==> src/rtl/flash_guard_pkg.sv <==
package flash_guard_pkg;
  typedef enum logic [1:0] {
    SRC_CPU = 2'd0,
    SRC_DBG = 2'd1,
    SRC_SPI = 2'd2,
    SRC_RSV = 2'd3
  } src_e;

  typedef enum logic [1:0] {
    OP_READ  = 2'd0,
    OP_WRITE = 2'd1,
    OP_ERASE = 2'd2,
    OP_RSV   = 2'd3
  } op_e;

  typedef enum logic [2:0] {
    SEL_KEY  = 3'd0,
    SEL_SEC  = 3'd1,
    SEL_LOC  = 3'd2,
    SEL_BANK = 3'd3,
    SEL_STAT = 3'd4
  } sel_e;
endpackage

==> src/rtl/fg_regs.sv <==
module fg_regs
  import flash_guard_pkg::*;
#(
  parameter int KEY_W  = 4,
  parameter int LOC_W  = 7,
  parameter int BANK_W = 2
) (
  input  logic              clk,
  input  logic              rst_n,
  input  logic              cfg_en,
  input  logic              cfg_we,
  input  logic              cfg_blocked,
  input  logic [2:0]        cfg_sel,
  input  logic [LOC_W-1:0]  cfg_wdata,
  input  logic              sfm,
  input  logic              spi_byte_valid,
  input  logic [BANK_W-1:0] spi_cmd,
  input  logic              viol_set,
  output logic [KEY_W-1:0]  key,
  output logic              secure,
  output logic [LOC_W-1:0]  loc,
  output logic [BANK_W-1:0] bank,
  output logic              viol,
  output logic [LOC_W-1:0]  cfg_rdata
);
  localparam int CFG_W = LOC_W;

  logic wr, clr;
  assign wr  = cfg_en & cfg_we & ~cfg_blocked;
  assign clr = wr & (cfg_sel == SEL_STAT) & cfg_wdata[0];

  always_ff @(posedge clk or negedge rst_n) begin
    if (!rst_n) begin
      key    <= '0;
      secure <= 1'b0;
      loc    <= '0;
      bank   <= '0;
      viol   <= 1'b0;
    end else begin
      if (wr && cfg_sel == SEL_KEY) key <= cfg_wdata[KEY_W-1:0];
      if (wr && cfg_sel == SEL_SEC) secure <= cfg_wdata[0];
      if (wr && cfg_sel == SEL_LOC) loc <= cfg_wdata;
      if (sfm && spi_byte_valid) bank <= spi_cmd;
      else if (wr && cfg_sel == SEL_BANK) bank <= cfg_wdata[BANK_W-1:0];
      if (viol_set) viol <= 1'b1;
      else if (clr) viol <= 1'b0;
    end
  end

  always_comb begin
    cfg_rdata = '0;
    if (cfg_blocked) cfg_rdata = '1;
    else begin
      case (cfg_sel)
        SEL_KEY:  cfg_rdata = {{(CFG_W-KEY_W){1'b0}}, key};
        SEL_SEC:  cfg_rdata = {{(CFG_W-1){1'b0}}, secure};
        SEL_LOC:  cfg_rdata = loc;
        SEL_BANK: cfg_rdata = {{(CFG_W-BANK_W){1'b0}}, bank};
        SEL_STAT: cfg_rdata = {{(CFG_W-1){1'b0}}, viol};
        default:  cfg_rdata = '0;
      endcase
    end
  end

  AST_KEY_HOLDS: assert property (@(posedge clk) disable iff (!rst_n)
    !(cfg_en && cfg_we && !cfg_blocked && cfg_sel == SEL_KEY) |=> $stable(key));
  AST_BANK_COPY: assert property (@(posedge clk) disable iff (!rst_n)
    (sfm && spi_byte_valid) |=> bank == $past(spi_cmd));
  AST_VIOL_SET_WINS: assert property (@(posedge clk) disable iff (!rst_n)
    viol_set |=> viol);
  AST_VIOL_STICKY: assert property (@(posedge clk) disable iff (!rst_n)
    (viol && !(cfg_en && cfg_we && cfg_sel == SEL_STAT)) |=> viol);
endmodule

==> src/rtl/fg_policy.sv <==
module fg_policy
  import flash_guard_pkg::*;
#(
  parameter int KEY_W      = 4,
  parameter int UNLOCK_VAL = 2,
  parameter int LOC_W      = 7,
  parameter int BANK_W     = 2,
  parameter int OFF_W      = 15,
  parameter int PAGE_LG    = 10
) (
  input  logic [1:0]              src,
  input  logic [1:0]              op,
  input  logic [BANK_W+OFF_W-1:0] addr,
  input  logic [KEY_W-1:0]        key,
  input  logic                    secure,
  input  logic [LOC_W-1:0]        loc,
  input  logic [BANK_W-1:0]       bank,
  input  logic                    sfm,
  output logic                    allow,
  output logic [BANK_W+OFF_W-1:0] phys
);
  localparam int ADDR_W = BANK_W + OFF_W;

  logic             is_spi, is_mod, key_ok, reserved;
  logic             spi_blk, rd_blk, er_blk, mod_blk;
  logic [LOC_W-1:0] page;

  assign is_spi   = (src == SRC_SPI);
  assign phys     = is_spi ? {bank, addr[OFF_W-1:0]} : addr;
  assign page     = phys[ADDR_W-1:PAGE_LG];
  assign reserved = (src == SRC_RSV) | (op == OP_RSV);
  assign is_mod   = (op == OP_WRITE) | (op == OP_ERASE);
  assign key_ok   = (key == KEY_W'(UNLOCK_VAL));
  assign spi_blk  = is_spi & ~sfm;
  assign mod_blk  = is_mod & ~key_ok;
  assign rd_blk   = (op == OP_READ) & secure & (src != SRC_CPU);
  assign er_blk   = (op == OP_ERASE) & secure & ((page == '0) | (page >= loc));
  assign allow    = ~(reserved | spi_blk | mod_blk | rd_blk | er_blk);
endmodule

==> src/rtl/fg_port.sv <==
module fg_port
  import flash_guard_pkg::*;
#(
  parameter int DATA_W = 32
) (
  input  logic              req_valid,
  input  logic [1:0]        op,
  input  logic              allow,
  input  logic              fl_ready,
  input  logic              fl_rvalid,
  input  logic [DATA_W-1:0] fl_rdata,
  output logic              req_ready,
  output logic              fl_valid,
  output logic              grant,
  output logic              deny,
  output logic              rd_valid,
  output logic [DATA_W-1:0] rd_data
);
  logic is_rd, deny_rd;

  assign is_rd     = (op == OP_READ);
  assign fl_valid  = req_valid & allow;
  assign req_ready = allow ? fl_ready : ~(is_rd & fl_rvalid);
  assign grant     = fl_valid & fl_ready;
  assign deny      = req_valid & ~allow & req_ready;
  assign deny_rd   = deny & is_rd;
  assign rd_valid  = fl_rvalid | deny_rd;
  assign rd_data   = deny_rd ? '1 : fl_rdata;
endmodule

==> src/rtl/flash_guard.sv <==
module flash_guard
  import flash_guard_pkg::*;
#(
  parameter int KEY_W      = 4,
  parameter int UNLOCK_VAL = 2,
  parameter int LOC_W      = 7,
  parameter int BANK_W     = 2,
  parameter int OFF_W      = 15,
  parameter int PAGE_LG    = 10,
  parameter int DATA_W     = 32
) (
  input  logic                    clk,
  input  logic                    rst_n,
  input  logic                    req_valid,
  output logic                    req_ready,
  input  logic [1:0]              req_src,
  input  logic [1:0]              req_op,
  input  logic [BANK_W+OFF_W-1:0] req_addr,
  output logic                    fl_valid,
  input  logic                    fl_ready,
  output logic [1:0]              fl_op,
  output logic [BANK_W+OFF_W-1:0] fl_addr,
  input  logic                    fl_rvalid,
  input  logic [DATA_W-1:0]       fl_rdata,
  output logic                    rd_valid,
  output logic [DATA_W-1:0]       rd_data,
  output logic                    grant,
  output logic                    deny,
  input  logic                    cfg_en,
  input  logic                    cfg_we,
  input  logic [1:0]              cfg_src,
  input  logic [2:0]              cfg_sel,
  input  logic [LOC_W-1:0]        cfg_wdata,
  output logic [LOC_W-1:0]        cfg_rdata,
  input  logic                    sfm,
  input  logic                    spi_byte_valid,
  input  logic [BANK_W-1:0]       spi_cmd,
  output logic                    viol
);
  localparam int ADDR_W = BANK_W + OFF_W;

  logic [KEY_W-1:0]  key;
  logic              secure;
  logic [LOC_W-1:0]  loc;
  logic [BANK_W-1:0] bank;
  logic              allow, cfg_blocked, viol_set;

  assign cfg_blocked = cfg_en & (cfg_src == SRC_SPI) & sfm;
  assign viol_set    = deny | cfg_blocked;
  assign fl_op       = req_op;

  fg_regs #(.KEY_W(KEY_W), .LOC_W(LOC_W), .BANK_W(BANK_W)) u_regs (
    .clk(clk), .rst_n(rst_n), .cfg_en(cfg_en), .cfg_we(cfg_we),
    .cfg_blocked(cfg_blocked), .cfg_sel(cfg_sel), .cfg_wdata(cfg_wdata),
    .sfm(sfm), .spi_byte_valid(spi_byte_valid), .spi_cmd(spi_cmd),
    .viol_set(viol_set), .key(key), .secure(secure), .loc(loc),
    .bank(bank), .viol(viol), .cfg_rdata(cfg_rdata)
  );

  fg_policy #(.KEY_W(KEY_W), .UNLOCK_VAL(UNLOCK_VAL), .LOC_W(LOC_W),
              .BANK_W(BANK_W), .OFF_W(OFF_W), .PAGE_LG(PAGE_LG)) u_policy (
    .src(req_src), .op(req_op), .addr(req_addr), .key(key),
    .secure(secure), .loc(loc), .bank(bank), .sfm(sfm),
    .allow(allow), .phys(fl_addr)
  );

  fg_port #(.DATA_W(DATA_W)) u_port (
    .req_valid(req_valid), .op(req_op), .allow(allow), .fl_ready(fl_ready),
    .fl_rvalid(fl_rvalid), .fl_rdata(fl_rdata), .req_ready(req_ready),
    .fl_valid(fl_valid), .grant(grant), .deny(deny),
    .rd_valid(rd_valid), .rd_data(rd_data)
  );

  AST_MOD_NEEDS_KEY: assert property (@(posedge clk) disable iff (!rst_n)
    (fl_valid && req_op != OP_READ) |-> key == KEY_W'(UNLOCK_VAL));
  AST_SEC_PAGE0: assert property (@(posedge clk) disable iff (!rst_n)
    (fl_valid && req_op == OP_ERASE && secure) |-> fl_addr[ADDR_W-1:PAGE_LG] != '0);
  AST_SEC_READ_CPU: assert property (@(posedge clk) disable iff (!rst_n)
    (fl_valid && req_op == OP_READ && secure) |-> req_src == SRC_CPU);
  AST_SPI_NEEDS_SFM: assert property (@(posedge clk) disable iff (!rst_n)
    (fl_valid && req_src == SRC_SPI) |-> sfm);
  AST_NO_GRANT_DENY: assert property (@(posedge clk) disable iff (!rst_n)
    !(grant && deny));
endmodule

==> config.mk <==
export PLATFORM = sky130hd
export DESIGN_NAME = flash_guard
export DESIGN_NICKNAME = d
export VERILOG_FILES = /design/src/rtl/flash_guard_pkg.sv /design/src/rtl/fg_regs.sv /design/src/rtl/fg_policy.sv /design/src/rtl/fg_port.sv /design/src/rtl/flash_guard.sv
export SDC_FILE = /design/constraint.sdc
export NUM_CORES = 1
export LEC_CHECK = 0
export ABC_AREA = 1
export BUFFER_PORTS_ARGS = -buffer_cell sky130_fd_sc_hd__buf_2
export CAP_MARGIN = 20
export CORE_UTILIZATION = 42
export CTS_BUF_LIST = sky130_fd_sc_hd__clkbuf_2
export DETAILED_ROUTE_END_ITERATION = 7
export GPL_TIMING_DRIVEN = 0
export PLACE_DENSITY = 0.95
export SLEW_MARGIN = 40
export SYNTH_ARGS = -nofsm -noshare
export SYNTH_HDL_FRONTEND = slang
export SYNTH_SLANG_ARGS = --single-unit
==> constraint.sdc <==
create_clock -name clk -period 3 [get_ports clk]
set_input_delay 0.45 -clock clk [delete_from_list [all_inputs] [get_ports clk]]
set_output_delay 0.45 -clock clk [all_outputs]
set_load 0.05 [all_outputs]
# [Word-level counts from Yosys, hierarchy flattened]
# Index checks and enable logic that the tools add are counted.
# Widths: inputs -> output; s select.
[classes] n_bitwise=32 n_lt_le_gt_ge=1 n_reduce_logical=11 n_mux=9 n_eq_ne=11
[ops] operator="$pmux 7 s5" n=1
[ops] operator="$mux 32" n=1
[ops] operator="$and 1x1->1" n=18
[ops] operator="$mux 17" n=1
[ops] operator="$eq 2x2->1 const B" n=5
[ops] operator="$or 1x1->1" n=9
[ops] operator="$ge 7x7->1" n=1
[ops] operator="$logic_not 7->1" n=1
[ops] operator="$mux 7" n=1
[ops] operator="$eq 3x2->1 const B" n=2
[ops] operator="$reduce_bool 2->1" n=3
[ops] operator="$logic_and 1x1->1" n=5
[ops] operator="$not 1->1" n=5
[ops] operator="$eq 4x2->1 const B" n=1
[ops] operator="$mux 2" n=2
[ops] operator="$eq 3x1->1 const B" n=1
[ops] operator="$eq 3x3->1 const B" n=1
[ops] operator="$logic_not 3->1" n=1
[ops] operator="$mux 1" n=3
[ops] operator="$eq 2x1->1 const B" n=1
[ops] operator="$logic_not 2->1" n=1
[word_totals] word_cells=69 input_bits=76 out_inout_bits=64 regBits=15

# [Longest topological paths before layout]
[depth] depth_word=10 depth_mapped=15 ltp_nobuf=14

# [Hierarchy]
# Synthesis repeated with hierarchy kept, for this count alone.
[unflattened] hier_cells=281 area_unflattened_um2=1685.4
[modules_own_cells] module="fg_regs" seq_area_each_um2=375.4 area_each_um2=813.3 cells_each=112 instances=1
[modules_own_cells] module="fg_policy" seq_area_each_um2=0.0 area_each_um2=467.9 cells_each=78 instances=1
[modules_own_cells] module="fg_port" seq_area_each_um2=0.0 area_each_um2=356.6 cells_each=81 instances=1
[modules_own_cells] module="flash_guard" seq_area_each_um2=0.0 area_each_um2=47.5 cells_each=10 instances=1

# [Least setup slack after synthesis]
# OpenSTA, ideal clock, no wires.
[synth_timing] kind="input-to-output" start="input req_src[0]" end="output req_ready" path_stages=12 path_buffers=0 path_slack_ps=-370 arrival_ps=2920 t_required_ps=2550 path_cell_list="inv_1 -> nand2_1 -> nand2_1 -> nand2_1 -> inv_1 -> ha_1 -> a21o_1 -> nor2_1 -> nand3_1 -> nand2_1 -> nand2_2 -> o21ai_0"
[synth_between] elab_chain_cells=7 word_cells_on_any_way=16 classes_between="1 x order compare; 2 x eq/ne; 2 x mux; 9 x bitwise; 2 x reduce/logical"
[synth_lines] element="start, declared" line="flash_guard.sv:16" source="input logic [1:0] req_src,"
[synth_lines] element="$eq 2x2->1 *" line="fg_policy.sv:28" source="assign is_spi = (src == SRC_SPI);"
[synth_lines] element="$mux 17 *" line="fg_policy.sv:29" source="assign phys = is_spi ? {bank, addr[OFF_W-1:0]} : addr;"
[synth_lines] element="via fl_addr[16]" line="flash_guard.sv:22" source="output logic [BANK_W+OFF_W-1:0] fl_addr,"
[synth_lines] element="$ge 7x7->1 / $logic_not 7->1 (equally long branches)" line="fg_policy.sv:37" source="assign er_blk = (op == OP_ERASE) & secure & ((page == '0) | (page >= loc));"
[synth_lines] element="$or 1x1->1 *" line="fg_policy.sv:37"
[synth_lines] element="$and 1x1->1 *" line="fg_policy.sv:37"
[synth_lines] element="$or 1x1->1 *" line="fg_policy.sv:38" source="assign allow = ~(reserved | spi_blk | mod_blk | rd_blk | er_blk);"
[synth_lines] element="$mux 1 *" line="fg_port.sv:23" source="assign req_ready = allow ? fl_ready : ~(is_rd & fl_rvalid);"
[synth_lines] element="end, declared" line="flash_guard.sv:15" source="output logic req_ready,"
# The timed path passes the listed nets; every way through them passes the cells marked *.

# [Worst setup path in the final report]
[layout_timing] start="register u_regs.bank[1]" end="output req_ready"
[layout_between] elab_chain_cells=6 word_cells_on_any_way=7 classes_between="1 x order compare; 2 x mux; 3 x bitwise; 1 x reduce/logical"
[layout_lines] element="start, declared" line="fg_regs.sv:22" source="output logic [BANK_W-1:0] bank,"
[layout_lines] element="start signal, assigned" line="fg_regs.sv:43" source="if (sfm && spi_byte_valid) bank <= spi_cmd;"
[layout_lines] element="start signal, assigned" line="fg_regs.sv:44" source="else if (wr && cfg_sel == SEL_BANK) bank <= cfg_wdata[BANK_W-1:0];"
[layout_lines] element="$mux 17 *" line="fg_policy.sv:29"
[layout_lines] element="$ge 7x7->1 / $logic_not 7->1 (equally long branches)" line="fg_policy.sv:37"
[layout_lines] element="$or 1x1->1 *" line="fg_policy.sv:37"
[layout_lines] element="$and 1x1->1 *" line="fg_policy.sv:37"
[layout_lines] element="$or 1x1->1 *" line="fg_policy.sv:38"
[layout_lines] element="$mux 1 *" line="fg_port.sv:23"
# Mark *: on every way between the ends. The rest lies on a longest branch, timed or not.

==> results_dict.tcl <==
set metrics [dict create \
    final_common_cell "buf_2" \
    cp.arrival_ns 2.42 \
    cp-start-kind "flop" \
    insertedDiodeCount 0 \
    core_area_sq_um 3440 \
    hpwlAfterDp_mm 3.87 \
    start_util_pct 45.2 \
    ys_types 26 \
    gr-total-overflow 0 \
    rows 21 \
    ir_worst_vdd_mv 0.315 \
    cts_buffer_depth 2 \
    die_area_sq_um 3950 \
    timing.max_cap.violations 0 \
    via_count 2000 \
    area_growth_pct 56.2 \
    violations "hold timing" \
    syn_nets 335 \
    avgSynthCellArea_sq_um 6.25 \
    clock_latency_ns 0.32 \
    drt_iter0_drc 77 \
    root_buffer "clkbuf_2" \
    grt_pass1_vias 1776 \
    vias_per_cell 4.65 \
    seqPwrFrac_pct 28.7 \
    tightest_slew_ns 0.555 \
    die_h_um 62.9 \
    wl_per_cell_um 11.9 \
    status "finished, violations left" \
    max_stage_delay_ns 0.42 \
    critical_path_class "reg2out" \
    route.antenna.remaining_nets 0 \
    cts_sinks 15 \
    internal-power_uw 451 \
    hold_viol_final 10 \
    routed_wl_mm 5.11 \
    fillCellCount 292 \
    nets 471 \
    ys_seq_elements 15 \
    synth_seq_area_share_pct 24.1 \
    max_freq_mhz 348 \
    worst_r2r_path_depth 12 \
    layout_common_cells "buf_2 (99), nand2_1 (69), inv_1 (66), buf_4 (34)" \
    antenna_found_initial 0 \
    leakage_nw 1.60 \
    finalClockSkew_ns 0.0213 \
    rr_startpoint "u_regs.bank[1]" \
    ctsHtreeMaxLevel 1 \
    slew_violations 0 \
    cts.reportedPaths.clkPinSlew_ns 0.18 \
    drive_above_1_share_pct 42.2 \
    end_kind "primary output" \
    whs_ns -0.0134 \
    cp.depth 13 \
    p_switching_uw 468 \
    drcViolationCount 0 \
    min_period_ns 2.87 \
    worst-r2r-setup-slack_ns 1.12 \
    hold_path.class "in2async" \
    syn_inst 249 \
    r2r_end "u_regs.viol" \
    clockPowerShare_pct 11.8 \
    crit_chain "inv_1 -> nand3_1 -> nand2_1 -> inv_1 -> ha_1 -> a21o_1 -> nor2_1 -> nand3_1 -> nand2_1 -> nand2_4 -> buf_4 -> o21ai_1 -> clkbuf_4" \
    grt_max_degree 16 \
    io_pins 140 \
    crit_fanout 3 \
    tns_ns 0 \
    grt.total_usage_pct 23.0 \
    setup_viol 0 \
    combPwrFrac_pct 59.5 \
    cts_made_buffers 3 \
    gp_congestion 0.898 \
    crit_path_top_delay_cell "dfrtp_1" \
    yosysWarnings 0 \
    first_pass_iters 5 \
    cp.buffers_inverters 4 \
    numPortBuffers 129 \
    worst-endpoint-required_ns 2.55 \
    fp.dieW_um 62.9 \
    critPathTopFamily "buffers and inverters" \
    max_slew_margin_pct 62.7 \
    swShare_pct 50.9 \
    powerDensity_nw_per_um2 378 \
    grt_pass1_wl_mm 7.44 \
    fin_crit_sh_pct 95.7 \
    cts_tree "done" \
    syn_area_sq_um 1560 \
]
-- synthesized netlist by cell type --
library cell	number	share of area, %
dfrtp_1	15	24
o2111ai_1	1	0.56
a21oi_1	7	2.3
nand2_1	69	17
and3_1	1	0.40
o221ai_1	2	1.1
nand2_2	3	1.2
nor2_1	14	3.4
a221oi_1	1	0.56
buf_2	1	0.32
a21o_1	1	0.48
nand4_4	1	1.4
a31oi_1	2	0.80
o21ai_0	15	4.8
or2_0	1	0.40
o211ai_1	1	0.48
buf_4	17	8.2
ha_1	10	8.0
nand3_1	8	2.6
inv_1	66	16
o21bai_1	1	0.48
nor2_4	1	0.72
nand4_1	2	0.80
nor3b_1	1	0.48
buf_6	3	2.2
nor3_1	5	1.6
-- state kept, by name (all words and copies together), names as in the netlist --
register / flops
u_regs.loc: 7
u_regs.bank: 2
u_regs.key: 4
u_regs.secure: 1
u_regs.viol: 1
-- per-layer routing --
layer	track usage, %	part of all wire (%)
met1	27.4	40
met2	41.0	52
met3	4.01	5.9
met4	8.14	2.4
met5	0	0
-- area by class of cell --
cell class / instances / area, sq um / share of cell area [%]
Timing Repair Buffer: 131 / 783 / 32.3
Sequential cell: 15 / 375 / 15.5
Buffer: 21 / 166 / 6.85
Inverter: 66 / 248 / 10.2
Clock inverter: 1 / 7.51 / 0.309
Tap cell: 46 / 57.6 / 2.37
Clock buffer: 3 / 15.0 / 0.618
Multi-Input combinational cell: 147 / 776 / 31.9
-- stage by stage --
stage                     setup slack, ns  cells  instance area [sq um]  util, %  total power [mW]
final                               0.128    430                   2430     70.6             0.919
after global routing              -0.0340    430                   2430     70.6             0.967
after CTS                          0.0648    428                   2290     66.4             0.879
after detailed placement            0.201    424                   2260     65.8             0.777
after global placement              0.265    424                   2260     65.8             0.759
after floorplan                   0.00293    249                   1560        -             0.636
-- power by group through the flow --
stage,combinational (mW),clock [mW],sequential [mW]
4_1_cts,0.513,0.104,0.262
3_3_place_gp,0.494,0,0.265
6_report,0.547,0.108,0.263
5_1_grt,0.587,0.114,0.266
2_1_floorplan,0.375,0,0.261
3_5_place_dp,0.510,0,0.266
-- timing repair --
item,4_1_cts,5_1_grt
resized for setup,0,73
hold buffers,0,0
setup buffers,0,1
endpoints found under the setup margin,0,30
-- worst max-delay path by stage --
stage / to / start
detailed placement: rd_data[18] / req_src[0]
global route: rd_data[17] / u_regs.bank[1]
floorplan: req_ready / req_src[0]
global placement: rd_data[10] / req_src[0]
finish: req_ready / u_regs.bank[1]
CTS: rd_data[18] / u_regs.bank[1]
-- kinds of logic after synthesis --
logic type / after synthesis / share of synthesized area, %
DFF: 15 / 24.1
adders and majority gates: 10 / 8.05
AOI/OAI and AO/OA: 31 / 11.6
buffers and inverters: 87 / 26.6
and+or+nand+nor: 106 / 29.6
(Power assumes the default switching activity.)
